**src/rtl/sp_bank_pkg.sv**
```systemverilog
package sp_bank_pkg;

    parameter int unsigned WORD_W  = 32;
    parameter int unsigned ALIGN_W = 2;
    localparam int unsigned PTR_W     = WORD_W - ALIGN_W;
    localparam int unsigned NUM_BANKS = 2;

    typedef logic [WORD_W-1:0] word_t;
    typedef logic [PTR_W-1:0]  ptr_t;

    typedef enum logic [1:0] {
        OP_IDLE = 2'b00,
        OP_PUSH = 2'b01,
        OP_POP  = 2'b10,
        OP_RSVD = 2'b11
    } stack_op_e;

    typedef enum logic {
        BANK_MAIN = 1'b0,
        BANK_PROC = 1'b1
    } bank_e;

    typedef struct packed {
        logic  wr;
        logic  rd;
        word_t addr;
    } mem_req_t;

    typedef struct packed {
        logic en;
        ptr_t val;
    } ptr_upd_t;

    function automatic word_t to_word(ptr_t p);
        return {p, {ALIGN_W{1'b0}}};
    endfunction

    function automatic ptr_t to_ptr(word_t w);
        return w[WORD_W-1:ALIGN_W];
    endfunction

    function automatic logic is_xfer(stack_op_e op);
        return (op == OP_PUSH) || (op == OP_POP);
    endfunction

endpackage

```
**src/rtl/sp_bank_select.sv**
```systemverilog
module sp_bank_select
    import sp_bank_pkg::*;
(
    input  logic  handler_mode,
    input  logic  thread_use_proc,
    output bank_e active
);
    always_comb begin
        if (handler_mode) active = BANK_MAIN;
        else              active = thread_use_proc ? BANK_PROC : BANK_MAIN;
    end
endmodule

```
**src/rtl/sp_stack_seq.sv**
```systemverilog
module sp_stack_seq
    import sp_bank_pkg::*;
(
    input  stack_op_e op,
    input  ptr_t      cur,
    input  word_t     push_data,
    input  logic      blocked,
    output mem_req_t  req,
    output word_t     wdata,
    output ptr_upd_t  upd
);
    ptr_t lowered;
    assign lowered = cur - ptr_t'(1);

    always_comb begin
        req      = '0;
        upd      = '0;
        wdata    = push_data;
        req.addr = to_word(cur);
        unique case (op)
            OP_PUSH: begin
                req.addr = to_word(lowered);
                if (!blocked) begin
                    req.wr  = 1'b1;
                    upd.en  = 1'b1;
                    upd.val = lowered;
                end
            end
            OP_POP: begin
                if (!blocked) begin
                    req.rd  = 1'b1;
                    upd.en  = 1'b1;
                    upd.val = cur + ptr_t'(1);
                end
            end
            default: ;
        endcase
    end
endmodule

```
**src/rtl/sp_bank_reg.sv**
```systemverilog
module sp_bank_reg
    import sp_bank_pkg::*;
(
    input  logic     clk,
    input  logic     rst,
    input  ptr_t     rst_val,
    input  ptr_upd_t upd,
    output ptr_t     q
);
    always_ff @(posedge clk) begin
        if (rst)         q <= rst_val;
        else if (upd.en) q <= upd.val;
    end
endmodule

```
**src/rtl/stack_bank_unit.sv**
```systemverilog
module stack_bank_unit
    import sp_bank_pkg::*;
(
    input  logic              clk,
    input  logic              rst,
    input  logic [WORD_W-1:0] main_reset_val,
    input  logic              handler_mode,
    input  logic              thread_use_proc,
    input  logic [1:0]        stack_op,
    input  logic [WORD_W-1:0] push_data,
    input  logic              gen_wr_en,
    input  logic [WORD_W-1:0] gen_wr_data,
    output logic [WORD_W-1:0] gen_rd_data,
    input  logic              spec_wr_en,
    input  logic              spec_wr_sel,
    input  logic [WORD_W-1:0] spec_wr_data,
    input  logic              spec_rd_sel,
    output logic [WORD_W-1:0] spec_rd_data,
    output logic              active_bank,
    output logic [WORD_W-1:0] mem_addr,
    output logic              mem_wr,
    output logic              mem_rd,
    output logic [WORD_W-1:0] mem_wdata,
    output logic              conflict_err
);
    bank_e     active;
    stack_op_e op;
    ptr_t      bank_q   [NUM_BANKS];
    ptr_t      bank_rst [NUM_BANKS];
    ptr_upd_t  bank_upd [NUM_BANKS];
    ptr_t      cur;
    mem_req_t  req;
    word_t     wdata;
    ptr_upd_t  seq_upd;
    logic      spec_hit_active;
    logic      blocked;

    assign op = stack_op_e'(stack_op);

    sp_bank_select u_sel (
        .handler_mode    (handler_mode),
        .thread_use_proc (thread_use_proc),
        .active          (active)
    );

    assign cur             = bank_q[active];
    assign spec_hit_active = spec_wr_en && (spec_wr_sel == active);
    assign blocked         = gen_wr_en || spec_hit_active;

    sp_stack_seq u_seq (
        .op        (op),
        .cur       (cur),
        .push_data (push_data),
        .blocked   (blocked),
        .req       (req),
        .wdata     (wdata),
        .upd       (seq_upd)
    );

    assign bank_rst[BANK_MAIN] = to_ptr(main_reset_val);
    assign bank_rst[BANK_PROC] = '0;

    for (genvar b = 0; b < NUM_BANKS; b++) begin : g_bank
        logic is_active;
        logic spec_hit;
        assign is_active = (active == bank_e'(b));
        assign spec_hit  = spec_wr_en && (spec_wr_sel == b[0]);

        always_comb begin
            bank_upd[b] = '0;
            if (spec_hit) begin
                bank_upd[b].en  = 1'b1;
                bank_upd[b].val = to_ptr(spec_wr_data);
            end else if (gen_wr_en && is_active) begin
                bank_upd[b].en  = 1'b1;
                bank_upd[b].val = to_ptr(gen_wr_data);
            end else if (is_active) begin
                bank_upd[b] = seq_upd;
            end
        end

        sp_bank_reg u_reg (
            .clk     (clk),
            .rst     (rst),
            .rst_val (bank_rst[b]),
            .upd     (bank_upd[b]),
            .q       (bank_q[b])
        );
    end

    assign gen_rd_data  = to_word(cur);
    assign spec_rd_data = to_word(bank_q[spec_rd_sel]);
    assign active_bank  = active;
    assign mem_addr     = req.addr;
    assign mem_wr       = req.wr;
    assign mem_rd       = req.rd;
    assign mem_wdata    = wdata;
    assign conflict_err = is_xfer(op) && blocked;

endmodule

```
**config.mk**
```make
export PLATFORM = sky130hd
export DESIGN_NAME = stack_bank_unit
export DESIGN_NICKNAME = d
export VERILOG_FILES = /design/src/rtl/sp_bank_pkg.sv /design/src/rtl/sp_bank_select.sv /design/src/rtl/sp_stack_seq.sv /design/src/rtl/sp_bank_reg.sv /design/src/rtl/stack_bank_unit.sv
export SDC_FILE = /design/constraint.sdc
export NUM_CORES = 1
export LEC_CHECK = 0
export CAP_MARGIN = 20
export CORE_ASPECT_RATIO = 1.5
export CORE_MARGIN = 2
export CORE_UTILIZATION = 60
export CTS_CLUSTER_SIZE = 12
export DETAILED_ROUTE_END_ITERATION = 10
export DONT_BUFFER_PORTS = 1
export PLACE_DENSITY = 0.85
export SLEW_MARGIN = 25
export SYNTH_ARGS = -nofsm -noshare
export SYNTH_HDL_FRONTEND = slang
export SYNTH_HIERARCHICAL = 1
export SYNTH_SLANG_ARGS = --single-unit
export TNS_END_PERCENT = 50
```
**constraint.sdc**
```tcl
create_clock -name clk -period 4.4 [get_ports clk]
set_input_delay 0.88 -clock clk [delete_from_list [all_inputs] [get_ports clk]]
set_output_delay 0.88 -clock clk [all_outputs]
set_load 0.02 [all_outputs]
```
* Word-level counts from Yosys, hierarchy flattened
Cells that the tools add are included.
Cells by class: add/subtract/negate cells 2, $lt $le $gt $ge 2, equal/unequal tests 3, mux-type cells 23, bitwise logic cells 4, reductions and logical operators 9
Operator list (count):
- 31-bit two-way mux | 8
- 30-bit two-way mux | 8
- 31-bit case mux with 2 select lines | 1
- 32-bit two-way mux | 1
- 30-bit by 1-bit adder with 30-bit output, second input constant | 1
- 30-bit by 1-bit subtractor with 30-bit output, second input constant | 1
- 1-bit logical AND | 6
- 1-bit two-way mux | 5
- 2-bit greater-or-equal comparator, second input constant | 2
- 1-bit inverter with 2-bit output | 2
- 2-bit by 1-bit equality test with 1-bit output, second input constant | 1
- 2-bit equality test, second input constant | 1
- 1-bit logical OR | 2
- 1-bit inverter | 2
- 2-bit nonzero test | 1
- 1-bit equality test | 1
Word-level totals: bits in registers 60, input port bits 138, output and inout bits 132, word-level logic and storage cells 45

* Longest topological paths before layout
word-level depth 14, mapped depth 15, gate-level depth less buffers 12

* Cells and area by module
Netlist, hierarchy kept.
By module, submodules not included:
- sp_bank_reg | instances 2, cells an instance 64, area each 1278.7 µm², seq. area each 900.9 µm²
- sp_stack_seq | instances 1, cells an instance 377, area each 2451.1 µm², seq. area each 0.0 µm²
- stack_bank_unit | instances 1, cells an instance 227, area each 2373.5 µm², seq. area each 0.0 µm²
- sp_bank_select | instances 1, cells an instance 1, area each 13.8 µm², seq. area each 0.0 µm²

* Worst setup path after synthesis
No wires, ideal clock.
path type input -> output, start input thread_use_proc, end output mem_addr[28], arrival 4.059 ns, data required time 3.520 ns, slack -0.539 ns, stages 12, buffers on the path 5, cells stage by stage nor2b_4 -> buf_4 -> buf_2 -> mux2_2 -> buf_6 -> or4_4 -> buf_6 -> or4_4 -> buf_6 -> nor4b_4 -> nand2_1 -> xnor2_1
On the way: word-level cells in the longest chain between the ends 8
RTL lines:
- start, declared | line stack_bank_unit.sv:8 | input logic thread_use_proc,
- 1-bit two-way mux | line sp_bank_select.sv:10 | else active = thread_use_proc ? BANK_PROC : BANK_MAIN;
- 1-bit two-way mux | line sp_bank_select.sv:9 | if (handler_mode) active = BANK_MAIN;
- 1-bit inverter with 2-bit output (not written as such) | line stack_bank_unit.sv:46 | assign cur = bank_q[active];
- 30-bit two-way mux (not written as such) (3 in series) | line stack_bank_unit.sv:46
- net gen_rd_data[16] | line stack_bank_unit.sv:13 | output logic [WORD_W-1:0] gen_rd_data,
- 30-bit by 1-bit subtractor with 30-bit output | line sp_stack_seq.sv:13 | assign lowered = cur - ptr_t'(1);
- 32-bit two-way mux | line sp_stack_seq.sv:20 | unique case (op)
- end, declared | line stack_bank_unit.sv:20 | output logic [WORD_W-1:0] mem_addr,
The timed path passes the listed nets, and every way through them passes these cells. The select of a mux whose other input is x is not followed.

* Worst setup path after layout
start input thread_use_proc, end output mem_addr[27]
On the way: word-level cells in the longest chain between the ends 8
RTL lines (line):
- 1-bit two-way mux (*) | sp_bank_select.sv:10
- 1-bit two-way mux (*) | sp_bank_select.sv:9
- 1-bit inverter with 2-bit output (not written as such) (*) | stack_bank_unit.sv:46
- 30-bit two-way mux (not written as such) (*) (3 in series) | stack_bank_unit.sv:46
- 30-bit by 1-bit subtractor with 30-bit output | sp_stack_seq.sv:13
- 32-bit two-way mux (*) | sp_stack_seq.sv:20
Mark *: on every way between the ends. The rest lies on a longest branch, timed or not. The select of a mux whose other input is x is not followed.

==> metrics.txt <==
largest reg by FF count g_bank.u_reg/q; most frequent standard cell in the layout excluding fill and tap cells sky130_fd_sc_hd__mux2_2; leading cell types in the layout, fill and taps excluded sky130_fd_sc_hd__mux2_2 (116), sky130_fd_sc_hd__buf_4 (104), sky130_fd_sc_hd__edfxtp_1 (60), sky130_fd_sc_hd__nor2_1 (36), sky130_fd_sc_hd__conb_1 (36); summed instance area of the synthesized netlist roughly 7400 um2; Final Hold Violating Endpoints 0; busiest grt layer met2; top-area cell type share of the netlist area approximately a quarter; critical setup path kind in -> out; global routing usage summed across all routing layers around a third; slowest library cell on the worst path sky130_fd_sc_hd__or4_4; cells taking the most area after synthesis sky130_fd_sc_hd__edfxtp_1 (24%), sky130_fd_sc_hd__mux2_2 (18%), sky130_fd_sc_hd__o2bb2ai_2 (6.1%); worst reg2reg startpoint g_bank[1].u_reg/q[16]; post-placement cell count 913; Gate Count Post-Synth roughly 730; GR met3 Demand/Resource approximately 8.6%; Longest Clk Path Bufs 2; transition time of the tightest slew-check pin 0.670 ns; Worst slew margin approximately 55%; fraction of layout instances using a drive strength above 1 44.6%; number of buffers inserted during clock tree synthesis 9; antenna diode count 0; post-route worst setup slack about 0.077 ns; standard-cell rows between 40 and 50; Overall Power between 2 and 2.5 mW; starting density of the core about three fifths; max_cap viols 0; overall die area 13,200 um2; biggest regs g_bank.u_reg/q: 60 flops; fin crit share a little over nine tenths; hold path cells 1; final cell count without fillers 928; CTS tree built; Antenna Violating Nets Remaining 0; power per cell area a little under 300 nW/um2; Worst Setup End Kind output pin; number of setup buffers added after CTS 0; highest net fanout along the worst path 9; number of cells upsized or downsized after cts 0; total negative setup slack 0 ns; vias approximately 6,400; worst reg-to-reg setup slack slightly below 1 ns; growth of design area from synthesis to finish 10.4%; input/output buffers 0; largest incremental delay on the critical path approximately 0.56 ns; remaining global-route overflow 0; largest area contributor in the netlist sky130_fd_sc_hd__edfxtp_1; cell family contributing the most delay on the critical path simple AND/OR/NAND/NOR gates; final critical-path required period 4.32 ns; type of the most critical hold path in -> reg; async set-or-reset flop fraction in the synthesized netlist 0%; placer congestion estimate 0.940; Max Transition Viols Final 0; initial antenna violation count 0; share of the yosys chip area belonging to registers 24.4%; peak supply drop 0.000222 V; number of warnings reported in the yosys synthesis log 6; met2 demand-to-capacity share in global routing about three fifths; number of levels the H-tree was split into 3; cts-stage hold buffer count 0; clk_lat worst skew 0.34 ns; die boundary height approximately 140 um; router iterations before antenna repair 5; mean instance size in the synthesized netlist slightly above 10 um2; die boundary width around 95 um; Max Clock Freq between 200 and 250 MHz; Final Util between 60% and 70%; vias in the first global route about 6,800; drt initial violations 569; critical path required time about 3.5 ns; number of flip-flops and latches in the synthesized netlist 60; TritonCTS sink count 60; startpoint of the worst hold path main_reset_val[14]; most prevalent standard cell on the critical path sky130_fd_sc_hd__or4_4; Reg-to-Reg End g_bank[1].u_reg/q[26]; clock root buffer master sky130_fd_sc_hd__clkbuf_16; number of cell instances on the worst register-to-register path 10; library cells used by synthesis 77; result of the run complete, no violations; Final Skew a little under 0.006 ns; met1 Usage GRT a little under two fifths; worst slack after detailed placement 0.107 ns; wire length of the first global-routing pass 35,400 um; DRT Wirelength roughly 23,000 um; Critical Path Source Type primary input; number of DRC violations after detailed routing 0; half-perimeter wire length of the detailed placement result 16,500 um; end point of the worst hold path g_bank[0].u_reg/q[12]; io pins between 200 and 300; WL per Instance 25.2 um; number of flip-flops under the largest register name 60; series of cell instances along the critical path nor2b_4, buf_12, mux2_4, or4_4, or4_4, nor2_4, nand3_1, xnor2_2, buf_4; core region area 12,000 um2; unrepaired setup endpoints after global routing false; sum of buffers and inverters on the critical path 2; critical path arrival approximately 3.4 ns; maximum number of pins on one net before global-route repair 63; via/cell ratio 6.89; most common flop cell mapped by yosys sky130_fd_sc_hd__edfxtp_1; setup violators final 0; CTS clk-pin slew, worst paths ~0.05 ns; Post-synth EDFFs 60; Static Leakage between 3 and 4 nW; count of nets after finishing ~900
[metrics by stage]
stage	area, um2	hold WS, ns
after global placement	7920	1.10
after CTS	8170	0.757
after detailed placement	7920	1.10
after floorplan	7760	1.10
after global routing	8170	0.758
final	8170	0.762
[power by group]
group          internal [mW]  total, mW  switching [mW]
Clock                  0.372      0.629           0.257
Sequential             0.713      0.744          0.0306
Combinational          0.412       1.02           0.611
[synth_stat cells, types with 5 or more instances]
master	instances
sky130_fd_sc_hd__a211oi_1	5
sky130_fd_sc_hd__a21oi_1	13
sky130_fd_sc_hd__a221oi_1	9
sky130_fd_sc_hd__a22oi_1	5
sky130_fd_sc_hd__and3_1	7
sky130_fd_sc_hd__buf_1	5
sky130_fd_sc_hd__buf_2	13
sky130_fd_sc_hd__buf_4	40
sky130_fd_sc_hd__buf_6	24
sky130_fd_sc_hd__clkbuf_1	25
sky130_fd_sc_hd__clkbuf_8	5
sky130_fd_sc_hd__edfxtp_1	60
sky130_fd_sc_hd__inv_1	11
sky130_fd_sc_hd__mux2_2	120
sky130_fd_sc_hd__mux2i_1	32
sky130_fd_sc_hd__nand2_1	37
sky130_fd_sc_hd__nand2b_1	6
sky130_fd_sc_hd__nand3_1	13
sky130_fd_sc_hd__nand3b_1	31
sky130_fd_sc_hd__nand4_1	11
sky130_fd_sc_hd__nor2_1	36
sky130_fd_sc_hd__nor3_1	22
sky130_fd_sc_hd__nor4_1	11
sky130_fd_sc_hd__o21ai_0	9
sky130_fd_sc_hd__o2bb2ai_2	30
sky130_fd_sc_hd__o31ai_2	28
sky130_fd_sc_hd__or2_2	7
sky130_fd_sc_hd__xnor2_1	25
sky130_fd_sc_hd__xor2_1	11
[worst max path at each step]
stage                    startpoint           end  slack (ns)  depth (start not counted)
floorplan           thread_use_proc  mem_addr[28]       -0.21                         12
detailed placement  thread_use_proc  mem_addr[28]        0.11                          9
global route        thread_use_proc  mem_addr[27]        0.01                          9
global placement    thread_use_proc  mem_addr[30]        0.12                          8
CTS                 thread_use_proc  mem_addr[27]        0.08                          9
finish              thread_use_proc  mem_addr[27]        0.08                          9
[final cells by class]
type	count	area [um2]
Clock buffer	11	233
Timing Repair Buffer	106	821
Multi-Input combinational cell	582	5060
Tap cell	153	191
Inverter	12	45.0
Fill cell	939	3850
Sequential cell	60	1800
Clock inverter	4	17.5
[routing by layer]
metal  wire length (um)  vias up
met5                  0        -
met4               1220        0
met3               1950      119
met2              12100      432
met1               8100     3054
li1                   -     2792
[logic make-up (layout without fill, tap and decap cells)]
kind of cell | count (synthesis) | after routing | synth area share (%)
xor+xnor | 36 | 36 | 4.26
flops | 60 | 60 | 24.4
other cells | 2 | 36 | 0.102
simple gates | 207 | 207 | 16.3
compound gates | 147 | 147 | 20.0
fa+ha+maj | 4 | 4 | 0.677
buf+inv | 125 | 133 | 11.7
mux | 152 | 152 | 22.6
[worst register-to-register path: cells and delay by family, from the launching register on]
kind	cells	cell delay [ns]
buffers and inverters	1	0.16
AOI/OAI and AO/OA	3	0.38
muxes	3	0.86
DFF	1	0.39
and+or+nand+nor	3	1.40
No activity file was read; power rests on OpenSTA's default activity.
